### config.mk
export PLATFORM = sky130hd
export DESIGN_NAME = vec_entry_gen
export DESIGN_NICKNAME = d
export VERILOG_FILES = /design/src/rtl/vec_pkg.sv /design/src/rtl/vec_first_one.sv /design/src/rtl/vec_addr_calc.sv /design/src/rtl/vec_entry_gen.sv
export SDC_FILE = /design/constraint.sdc
export NUM_CORES = 1
export LEC_CHECK = 0
export ABC_AREA = 1
export BUFFER_PORTS_ARGS = -buffer_cell sky130_fd_sc_hd__buf_2
export CAP_MARGIN = 10
export CORE_ASPECT_RATIO = 1.1
export CORE_MARGIN = 3
export CORE_UTILIZATION = 40
export CTS_CLUSTER_DIAMETER = 80
export DETAILED_ROUTE_END_ITERATION = 8
export GPL_ROUTABILITY_DRIVEN = 0
export PLACE_DENSITY = 0.76
export SLEW_MARGIN = 40
export SYNTH_ARGS = -nofsm -noshare
export SYNTH_HDL_FRONTEND = slang
export SYNTH_SLANG_ARGS = --single-unit
export TNS_END_PERCENT = 100
### constraint.sdc
create_clock -name clk -period 1.5 [get_ports clk]
set_input_delay 0.15 -clock clk [delete_from_list [all_inputs] [get_ports clk]]
set_output_delay 0.15 -clock clk [all_outputs]
set_load 0.005 [all_outputs]
### src/rtl/vec_pkg.sv
// Package: shared constants and the control fields decoded from the vector base word.
// Assumes the base word keeps mode at bit 0 and stride code at bits 2:1.
package vec_pkg;

    localparam int MODE_BIT = 0;
    localparam int ESZ_LSB  = 1;
    localparam int ESZ_W    = 2;
    localparam int N_STRIDE = 1 << ESZ_W;

    typedef struct packed {
        logic [ESZ_W-1:0] esz;
        logic             ext_mode;
    } vbr_ctl_t;

    // Pull the mode and stride fields out of the base word
    function automatic vbr_ctl_t decode_vbr(input logic [ESZ_LSB+ESZ_W-1:0] low_bits);
        vbr_ctl_t c;
        c.ext_mode = low_bits[MODE_BIT];
        c.esz      = low_bits[ESZ_LSB +: ESZ_W];
        return c;
    endfunction

endpackage

### src/rtl/vec_first_one.sv
// Fixed-priority encoder: reports whether any request is set and the index of
// the lowest set bit. Assumes W >= 2.
module vec_first_one #(
    parameter int W  = 9,
    parameter int IW = $clog2(W)
) (
    input  logic [W-1:0]  req,
    output logic          any,
    output logic [IW-1:0] idx
);
    logic [W:0]   seen;
    logic [W-1:0] grant;

    assign seen[0] = 1'b0;

    genvar g;
    generate
        for (g = 0; g < W; g++) begin : g_chain
            assign seen[g+1] = seen[g] | req[g];
            assign grant[g]  = req[g] & ~seen[g];
        end
    endgenerate

    assign any = seen[W];

    // Turn the one-hot grant into a binary index
    always_comb begin
        idx = '0;
        for (int i = 0; i < W; i++) begin
            if (grant[i]) idx = idx | IW'(i);
        end
    end
endmodule

### src/rtl/vec_addr_calc.sv
// Entry address computation: base + entry << (2*code + 2), with one shifted
// candidate per stride code. Assumes VEC_W + max shift fits the base alignment.
module vec_addr_calc #(
    parameter int XLEN     = 32,
    parameter int VEC_W    = 6,
    parameter int BASE_LSB = 16,
    parameter int ESZ_W    = 2
) (
    input  logic [XLEN-BASE_LSB-1:0] base_hi,
    input  logic [ESZ_W-1:0]         esz,
    input  logic [VEC_W-1:0]         entry,
    output logic [XLEN-1:0]          pc
);
    localparam int NCAND = 1 << ESZ_W;

    logic [XLEN-1:0] wide_entry;
    logic [XLEN-1:0] cand [NCAND];

    assign wide_entry = {{(XLEN-VEC_W){1'b0}}, entry};

    genvar g;
    generate
        for (g = 0; g < NCAND; g++) begin : g_stride
            assign cand[g] = wide_entry << (2 * g + 2);
        end
    endgenerate

    // Add the selected offset to the aligned base
    always_comb begin
        pc = {base_hi, {BASE_LSB{1'b0}}} + cand[esz];
    end
endmodule

### src/rtl/vec_entry_gen.sv
// Vectored entry generator top. Resolves exceptions first (lowest index wins),
// then either the internally ranked interrupts or an external vector, gated by
// the global enable. Registers a one-cycle take strobe with entry and PC; one
// idle cycle follows every take. Synchronous active-low reset.
module vec_entry_gen #(
    parameter int XLEN     = 32,
    parameter int N_EXC    = 9,
    parameter int N_HW     = 6,
    parameter int VEC_W    = 6,
    parameter int BASE_LSB = 16
) (
    input  logic             clk,
    input  logic             rst_n,
    input  logic [N_EXC-1:0] exc_req_i,
    input  logic [N_HW-1:0]  hw_irq_i,
    input  logic             sw_irq_i,
    input  logic             gie_i,
    input  logic             ext_valid_i,
    input  logic [VEC_W-1:0] ext_vec_i,
    input  logic [XLEN-1:0]  vbr_i,
    output logic             take_o,
    output logic [VEC_W-1:0] entry_o,
    output logic [XLEN-1:0]  pc_o
);
    import vec_pkg::*;

    localparam int EXC_IW = $clog2(N_EXC);
    localparam int IRQ_N  = N_HW + 1;
    localparam int IRQ_IW = $clog2(IRQ_N);
    localparam int CTL_W  = ESZ_LSB + ESZ_W;

    vbr_ctl_t          ctl;
    logic              exc_any;
    logic [EXC_IW-1:0] exc_idx;
    logic              irq_any;
    logic [IRQ_IW-1:0] irq_idx;
    logic              hit;
    logic [VEC_W-1:0]  nxt_entry;
    logic [XLEN-1:0]   nxt_pc;
    logic              vbr_unused;

    assign ctl        = decode_vbr(vbr_i[CTL_W-1:0]);
    assign vbr_unused = ^vbr_i[BASE_LSB-1:CTL_W];

    vec_first_one #(.W(N_EXC), .IW(EXC_IW)) u_exc_enc (
        .req (exc_req_i),
        .any (exc_any),
        .idx (exc_idx)
    );

    vec_first_one #(.W(IRQ_N), .IW(IRQ_IW)) u_irq_enc (
        .req ({sw_irq_i, hw_irq_i}),
        .any (irq_any),
        .idx (irq_idx)
    );

    // Choose the winning source and its entry number
    always_comb begin
        hit       = 1'b0;
        nxt_entry = '0;
        if (exc_any) begin
            hit       = 1'b1;
            nxt_entry = VEC_W'(exc_idx);
        end else if (gie_i && ctl.ext_mode) begin
            hit       = ext_valid_i;
            nxt_entry = ext_vec_i;
        end else if (gie_i) begin
            hit       = irq_any;
            nxt_entry = VEC_W'(N_EXC) + VEC_W'(irq_idx);
        end
    end

    vec_addr_calc #(
        .XLEN(XLEN), .VEC_W(VEC_W), .BASE_LSB(BASE_LSB), .ESZ_W(ESZ_W)
    ) u_addr (
        .base_hi (vbr_i[XLEN-1:BASE_LSB]),
        .esz     (ctl.esz),
        .entry   (nxt_entry),
        .pc      (nxt_pc)
    );

    // Output register: pulse on a new take, hold entry and PC otherwise
    always_ff @(posedge clk) begin
        if (!rst_n) begin
            take_o  <= 1'b0;
            entry_o <= '0;
            pc_o    <= '0;
        end else if (!take_o && hit) begin
            take_o  <= 1'b1;
            entry_o <= nxt_entry;
            pc_o    <= nxt_pc;
        end else begin
            take_o  <= 1'b0;
        end
    end
endmodule

# Word-level counts from Yosys, hierarchy flattened
# Index checks and enable logic that the tools add are counted.
dict set report classes {
  magnitude_cmp 1
  mux 24
  eq_ne 0
  div 0
  shifts 0
  bitwise 43
  addsub 2
  reduce_logical 3
  mul 0
}
# operator count
set ops {}
lappend ops {{32-bit binary-select mux with 2-bit select} 1}
lappend ops {{32-bit 2-to-1 mux} 2}
lappend ops {{32-bit adder} 1}
lappend ops {{3-bit 2-to-1 mux} 7}
lappend ops {{1-bit AND} 14}
lappend ops {{1-bit inverter} 14}
lappend ops {{1-bit OR} 14}
lappend ops {{6-bit 2-to-1 mux} 2}
lappend ops {{2-bit 2-to-1 mux} 4}
lappend ops {{1-bit 2-to-1 mux} 6}
lappend ops {{4-bit by 3-bit adder with 5-bit output, first input constant} 1}
lappend ops {{5-bit 2-to-1 mux} 1}
lappend ops {{4-bit 2-to-1 mux} 1}
lappend ops {{3-bit greater-or-equal comparator, second input constant} 1}
lappend ops {{2-bit inverter with 3-bit output} 1}
lappend ops {{1-bit logical AND} 2}
lappend ops {{1-bit logical NOT} 1}
dict set report word_totals {
  input_bits 58
  latchBits 0
  wordCells 76
  romBits 0
  ram_bits 0
  mem_count 0
  regBits 39
}

# Logic depth before layout (Yosys ltp)
dict set report logic_depth {
  ltp_word 16
  depth_mapped 16
  ltp_nobuf 16
}

# Hierarchy
# A second synthesis with hierarchy kept.
dict set report hier_totals {
  cells_unflattened 335
  area_unflattened_um2 2357.3
}
# mod n_inst cells_each seq_area_each_um2 area_per_inst_um2
set by_module_without_submodules {}
lappend by_module_without_submodules {vec_entry_gen 1 221 780.7 1712.9}
lappend by_module_without_submodules {vec_addr_calc 1 63 0.0 400.4}
lappend by_module_without_submodules {{vec_first_one at u_exc_enc} 1 31 0.0 148.9}
lappend by_module_without_submodules {{vec_first_one at u_irq_enc} 1 20 0.0 95.1}

# Worst setup path before layout
# OpenSTA, ideal clock, no wires.
dict set report synth_timing {
  path_type {input-to-reg}
  from {in hw_irq_i[1]}
  to {reg pc_o[6]}
  path_stages 14
  arrival_ns 1.426
  setup_slack_ns -0.054
  setup_ns 0.128
  path_cell_list {nor2_1 -> a21boi_0 -> ha_1 -> ha_1 -> nand3_1 -> nand2_1 -> nand4_1 -> nand2_1 -> nand2_1 -> nand2_1 -> nand2_1 -> nand2_1 -> nor2_1 -> nor2_1}
}
dict set report synth_between {
  elab_chain_len 16
  word_cells_on_any_way 35
  classes_between {2 x add/sub; 15 x mux; 17 x bitwise; 1 x reduce/logical}
}
# element line
set synth_lines {}
lappend synth_lines {{from (decl)} vec_entry_gen.sv:15} ;# input logic [N_HW-1:0] hw_irq_i,
lappend synth_lines {{1-bit OR} vec_first_one.sv:19} ;# assign seen[g+1] = seen[g] | req[g];
lappend synth_lines {{1-bit OR or 1-bit inverter (tied branches)} {vec_first_one.sv:19, vec_first_one.sv:20}}
lappend synth_lines {{1-bit inverter, or another cell as far along} vec_first_one.sv:20} ;# assign grant[g] = req[g] & ~seen[g];
lappend synth_lines {{1-bit AND, or another cell as far along} vec_first_one.sv:20}
lappend synth_lines {{2-bit 2-to-1 mux, or another cell as far along} vec_first_one.sv:30} ;# if (grant[i]) idx = idx | IW'(i);
lappend synth_lines {{3-bit 2-to-1 mux, or another cell as far along} vec_first_one.sv:30}
lappend synth_lines {{3-bit 2-to-1 mux or 1-bit AND (tied branches)} {vec_first_one.sv:30, vec_first_one.sv:20}}
lappend synth_lines {{3-bit 2-to-1 mux} vec_first_one.sv:30}
lappend synth_lines {{4-bit by 3-bit adder with 5-bit output} vec_entry_gen.sv:69} ;# nxt_entry = VEC_W'(N_EXC) + VEC_W'(irq_idx);
lappend synth_lines {{5-bit 2-to-1 mux} vec_entry_gen.sv:67} ;# end else if (gie_i) begin
lappend synth_lines {{6-bit 2-to-1 mux} vec_entry_gen.sv:64} ;# end else if (gie_i && ctl.ext_mode) begin
lappend synth_lines {{6-bit 2-to-1 mux} vec_entry_gen.sv:61} ;# if (exc_any) begin
lappend synth_lines {{32-bit binary-select mux with 2-bit select} vec_addr_calc.sv:30} ;# pc = {base_hi, {BASE_LSB{1'b0}}} + cand[esz];
lappend synth_lines {{32-bit 2-to-1 mux (implied by the code) (2 in series)} vec_addr_calc.sv:30}
lappend synth_lines {{32-bit adder} vec_addr_calc.sv:30}
lappend synth_lines {{to (signal assigned)} vec_entry_gen.sv:91} ;# pc_o <= nxt_pc;
lappend synth_lines {{to (decl)} vec_entry_gen.sv:23} ;# output logic [XLEN-1:0] pc_o
# Parallel ways exist; a longest one is shown, timed or not. The select of a mux whose other input is x is not followed.
# A chain may end at the register's enable or synchronous reset.

# Worst setup path after layout
dict set report layout_timing {
  from {in hw_irq_i[3]}
  to {reg pc_o[4]}
}
dict set report layout_between {
  elab_chain_len 14
  word_cells_on_any_way 27
  classes_between {2 x add/sub; 13 x mux; 11 x bitwise; 1 x reduce/logical}
}
# element line
set layout_lines {}
lappend layout_lines {{1-bit OR} vec_first_one.sv:19}
lappend layout_lines {{1-bit OR or 1-bit inverter (tied branches)} {vec_first_one.sv:19, vec_first_one.sv:20}}
lappend layout_lines {{1-bit inverter, or another cell as far along} vec_first_one.sv:20}
lappend layout_lines {{1-bit AND, or another cell as far along} vec_first_one.sv:20}
lappend layout_lines {{3-bit 2-to-1 mux or 1-bit AND (tied branches)} {vec_first_one.sv:30, vec_first_one.sv:20}}
lappend layout_lines {{3-bit 2-to-1 mux} vec_first_one.sv:30}
lappend layout_lines {{4-bit by 3-bit adder with 5-bit output} vec_entry_gen.sv:69}
lappend layout_lines {{5-bit 2-to-1 mux} vec_entry_gen.sv:67}
lappend layout_lines {{6-bit 2-to-1 mux} vec_entry_gen.sv:64}
lappend layout_lines {{6-bit 2-to-1 mux} vec_entry_gen.sv:61}
lappend layout_lines {{32-bit binary-select mux with 2-bit select} vec_addr_calc.sv:30}
lappend layout_lines {{32-bit 2-to-1 mux (implied by the code) (2 in series)} vec_addr_calc.sv:30}
lappend layout_lines {{32-bit adder} vec_addr_calc.sv:30}
# Parallel ways exist; a longest one is shown, timed or not. The select of a mux whose other input is x is not followed.

==> results.py <==
metrics = {
    "timing": {
        "rsz0062_at_grt": "yes",
        "finalMaxSlewViolations": 0,
        "final.setup.worst_slack_ns": -0.0415,
        "worst_hold_slack_ns": 0.106,
        "min_period_over_period_pct": 103,
        "tns_ns": -0.0996,
        "fmax_mhz": 649,
        "finalHoldViolations": 0,
        "fin_crit_ns": 1.54,
        "setup_viol": 3,
        "clock_skew_ns": 0.00264,
    },
    "min_path": {
        "min_path_type": "input port to flop",
        "worstHoldEndpoint": "pc_o[25]$_SDFFE_PN0P_",
        "holdPathStages": 3,
        "hold_start": "vbr_i[25]",
    },
    "cts": {
        "h-tree-depth": 2,
        "cts_buffers": 5,
        "clk_pin_slew_ns": 0.07,
        "root_buffer": "clkbuf_8",
        "clk_latency_ns": 0.29,
        "cts.sinks": 35,
        "cts_tree": "yes",
        "cts_hold_buf": 0,
        "clock_path_buffers": 2,
    },
    "run_status": {
        "run_status": "finished, violations left",
        "violations": "setup timing",
    },
    "drt": {
        "drtIter0Drc": 86,
        "vias_per_cell": 4.74,
        "met1_length_um": 2090,
        "maxUsedRoutingLayer": "met4",
        "antenna_left": 0,
        "wl_met3_um": 324,
        "drt-pass1-iter-count": 4,
        "vias": 1959,
        "routedWlPerCell_um": 11.2,
        "routed_wl_um": 4630,
        "drc": 0,
        "met2_length_um": 2150,
    },
    "grt": {
        "grt_max_degree": 26,
        "antenna_found_initial": 0,
        "grt_pass1_wl_um": 7570,
        "gr-usage-all-layers_pct": 17.2,
        "grt_overflow_total": 0,
        "grt_pass1_vias": 1693,
    },
    "pwr": {
        "clkPwrFrac_pct": 32.6,
        "netSwitchingFraction_pct": 28.4,
        "powerDensity_nw_per_um2": 835,
        "p_leak_nw": 1.27,
        "comb_power_share_pct": 18.7,
        "internal_power_mw": 1.47,
        "ir_drop_mv": 0.358,
        "pwr-share-seq_pct": 48.7,
        "switchingPower_mw": 0.583,
        "power_mw": 2.05,
    },
    "floorplanning": {
        "start_util_pct": 43.1,
        "fp.dieW_um": 69.7,
        "die_h_um": 76.1,
        "io_pins": 97,
        "die_area_sq_um": 5310,
        "core_sq_um": 4140,
        "std_cell_rows": 24,
    },
    "synth": {
        "synth_fa_ha_area_share_pct": 1.40,
        "synth_cell_type_count": 24,
        "synth.mux.area_fraction_pct": 0,
        "synth.area.top_cells": "dfxtp_1, nor2_1, nand2_1",
        "yosysSeqAreaShare_pct": 39.2,
        "synth.avg_cell_area_sq_um": 6.62,
        "synth.largest_area_cell": "dfxtp_1",
        "netlist_area_sq_um": 1790,
        "yosysWarnings": 0,
        "synth_top_family_by_area": "simple AND/OR/NAND/NOR gates",
        "synth_top_area_share_pct": 39.2,
        "synth_xor_xnor_area_share_pct": 0,
        "synthCells": 270,
        "ys_ff_latch": 35,
        "synthSimpleGateAreaFrac_pct": 35.8,
        "synth_compound_area_share_pct": 12.8,
    },
    "critical_path": {
        "crit_start": "hw_irq_i[3]",
        "r2r_start": "take_o$_SDFF_PN0_",
        "r2r_slack_ns": 0.39,
        "cp-end-kind": "flop",
        "critPathLaunchType": "input port",
        "cp.required_ns": 1.72,
        "rr_worst_depth": 5,
        "worst-path-max-fanout": 2,
        "worstReg2RegEnd": "pc_o[11]$_SDFFE_PN0P_",
        "crit_type": "input port to flop",
        "cp.arrival_ns": 1.76,
    },
    "final_layout": {
        "final_cell_area_sq_um": 2460,
        "drive_above_1_share_pct": 36.3,
        "antenna-diode-count": 0,
        "nets": 420,
        "area_growth_pct": 37.6,
    },
    "flow_run": {
        "maxCapViolations": 0,
    },
    "place": {
        "io_buffers": 79,
        "dp_hpwl_um": 3520,
        "postPlaceCellArea_sq_um": 2280,
    },
}
## synth_stat cells
master and number:
buf_6 4, nand3_2 1, o22ai_1 1, nand4_1 2, conb_1 1, dfxtp_1 35
ha_1 2, o21bai_1 2, inv_2 3, nand3b_1 1, a21boi_0 1, clkbuf_1 3
nand3_1 18, nand2_2 1, inv_1 20, nor2_2 4, buf_4 5, a21oi_1 17
buf_2 2, o21ai_0 23, nor2_1 69, nand2_1 52, nor2_4 1, nand2_4 2
## what timing repair did
action | in CTS | in global routing
setup endpoints to repair | 1 | 12
setup buffers | 0 | 1
resized for setup | 0 | 24
pin swaps | 1 | 23
## worst max-delay path: stages
cell and delay, ns:
buf_8 0.10, inv_2 0.04, nor2_1 0.03, o21bai_1 0.21
nand2_2 0.11, ha_4 0.18, ha_4 0.25, nand3_2 0.05
nand2_1 0.08, nand4_1 0.10, buf_4 0.16, nand3_2 0.08
nand3_2 0.08, a21oi_1 0.14
## cells by family after synthesis
| group | after synthesis |
|---|---|
| AOI/OAI and AO/OA | 44 |
| and+or+nand+nor | 151 |
| DFF | 35 |
| other | 1 |
| buffers and inverters | 37 |
| adders and majority gates | 2 |
## worst max-delay path by stage
stage                     cells after the start  slack [ns]              endpoint
after global routing                         17       -0.15  pc_o[6]$_SDFFE_PN0P_
after global placement                       17       -0.24  pc_o[6]$_SDFFE_PN0P_
after detailed placement                     17       -0.32  pc_o[6]$_SDFFE_PN0P_
after CTS                                    17       0.001  pc_o[6]$_SDFFE_PN0P_
final                                        14       -0.04  pc_o[4]$_SDFFE_PN0P_
after floorplan                              15       -0.03  pc_o[6]$_SDFFE_PN0P_
## placed cells by master, fill, tap and decap left out, types with 3 or more instances in the layout
cell type / count
inv_2: 5
buf_2: 77
nand2_2: 3
clkbuf_8: 5
dfxtp_1: 35
o21ai_0: 21
conb_1: 4
inv_1: 17
nand3_1: 13
nand3_2: 6
nand2_1: 50
nor2_1: 67
nor2_2: 4
nor2_4: 3
a21oi_1: 15
buf_4: 16
## sequential cells by signal, indices dropped and copies added (netlist names)
register / cells
entry_o: 6
pc_o: 28
take_o: 1
## through the flow
stage,instances,setup slack [ns],utilization [%]
after floorplan,273,-0.0326,-
after global placement,404,-0.243,55.1
after detailed placement,404,-0.323,55.1
after CTS,412,0.00121,57.3
after global routing,413,-0.148,59.4
final,413,-0.0415,59.4
## metal layers
layer	GRT usage, %	vias to the layer above
met5	0	-
met4	5.17	0
met3	4.22	6
met2	28.5	67
met1	22.1	861
li1	-	1025
## power by group through the flow
stage               Sequential [mW]  Combinational (mW)  Clock [mW]
floorplan                      1.03               0.203           0
global placement               1.02               0.352           0
detailed placement             1.02               0.360           0
CTS                            1.00               0.361       0.693
global route                   1.01               0.435       0.739
finish                         1.00               0.384       0.670
## final cells by class
class,count,area [sq um]
Clock inverter,3,20.0
Timing Repair Buffer,94,520
Tap cell,52,65.1
Fill cell,407,1680
Inverter,23,88.8
Sequential cell,35,701
Multi-Input combinational cell,201,997
Clock buffer,5,68.8
Power figures use the tool's default switching activity.
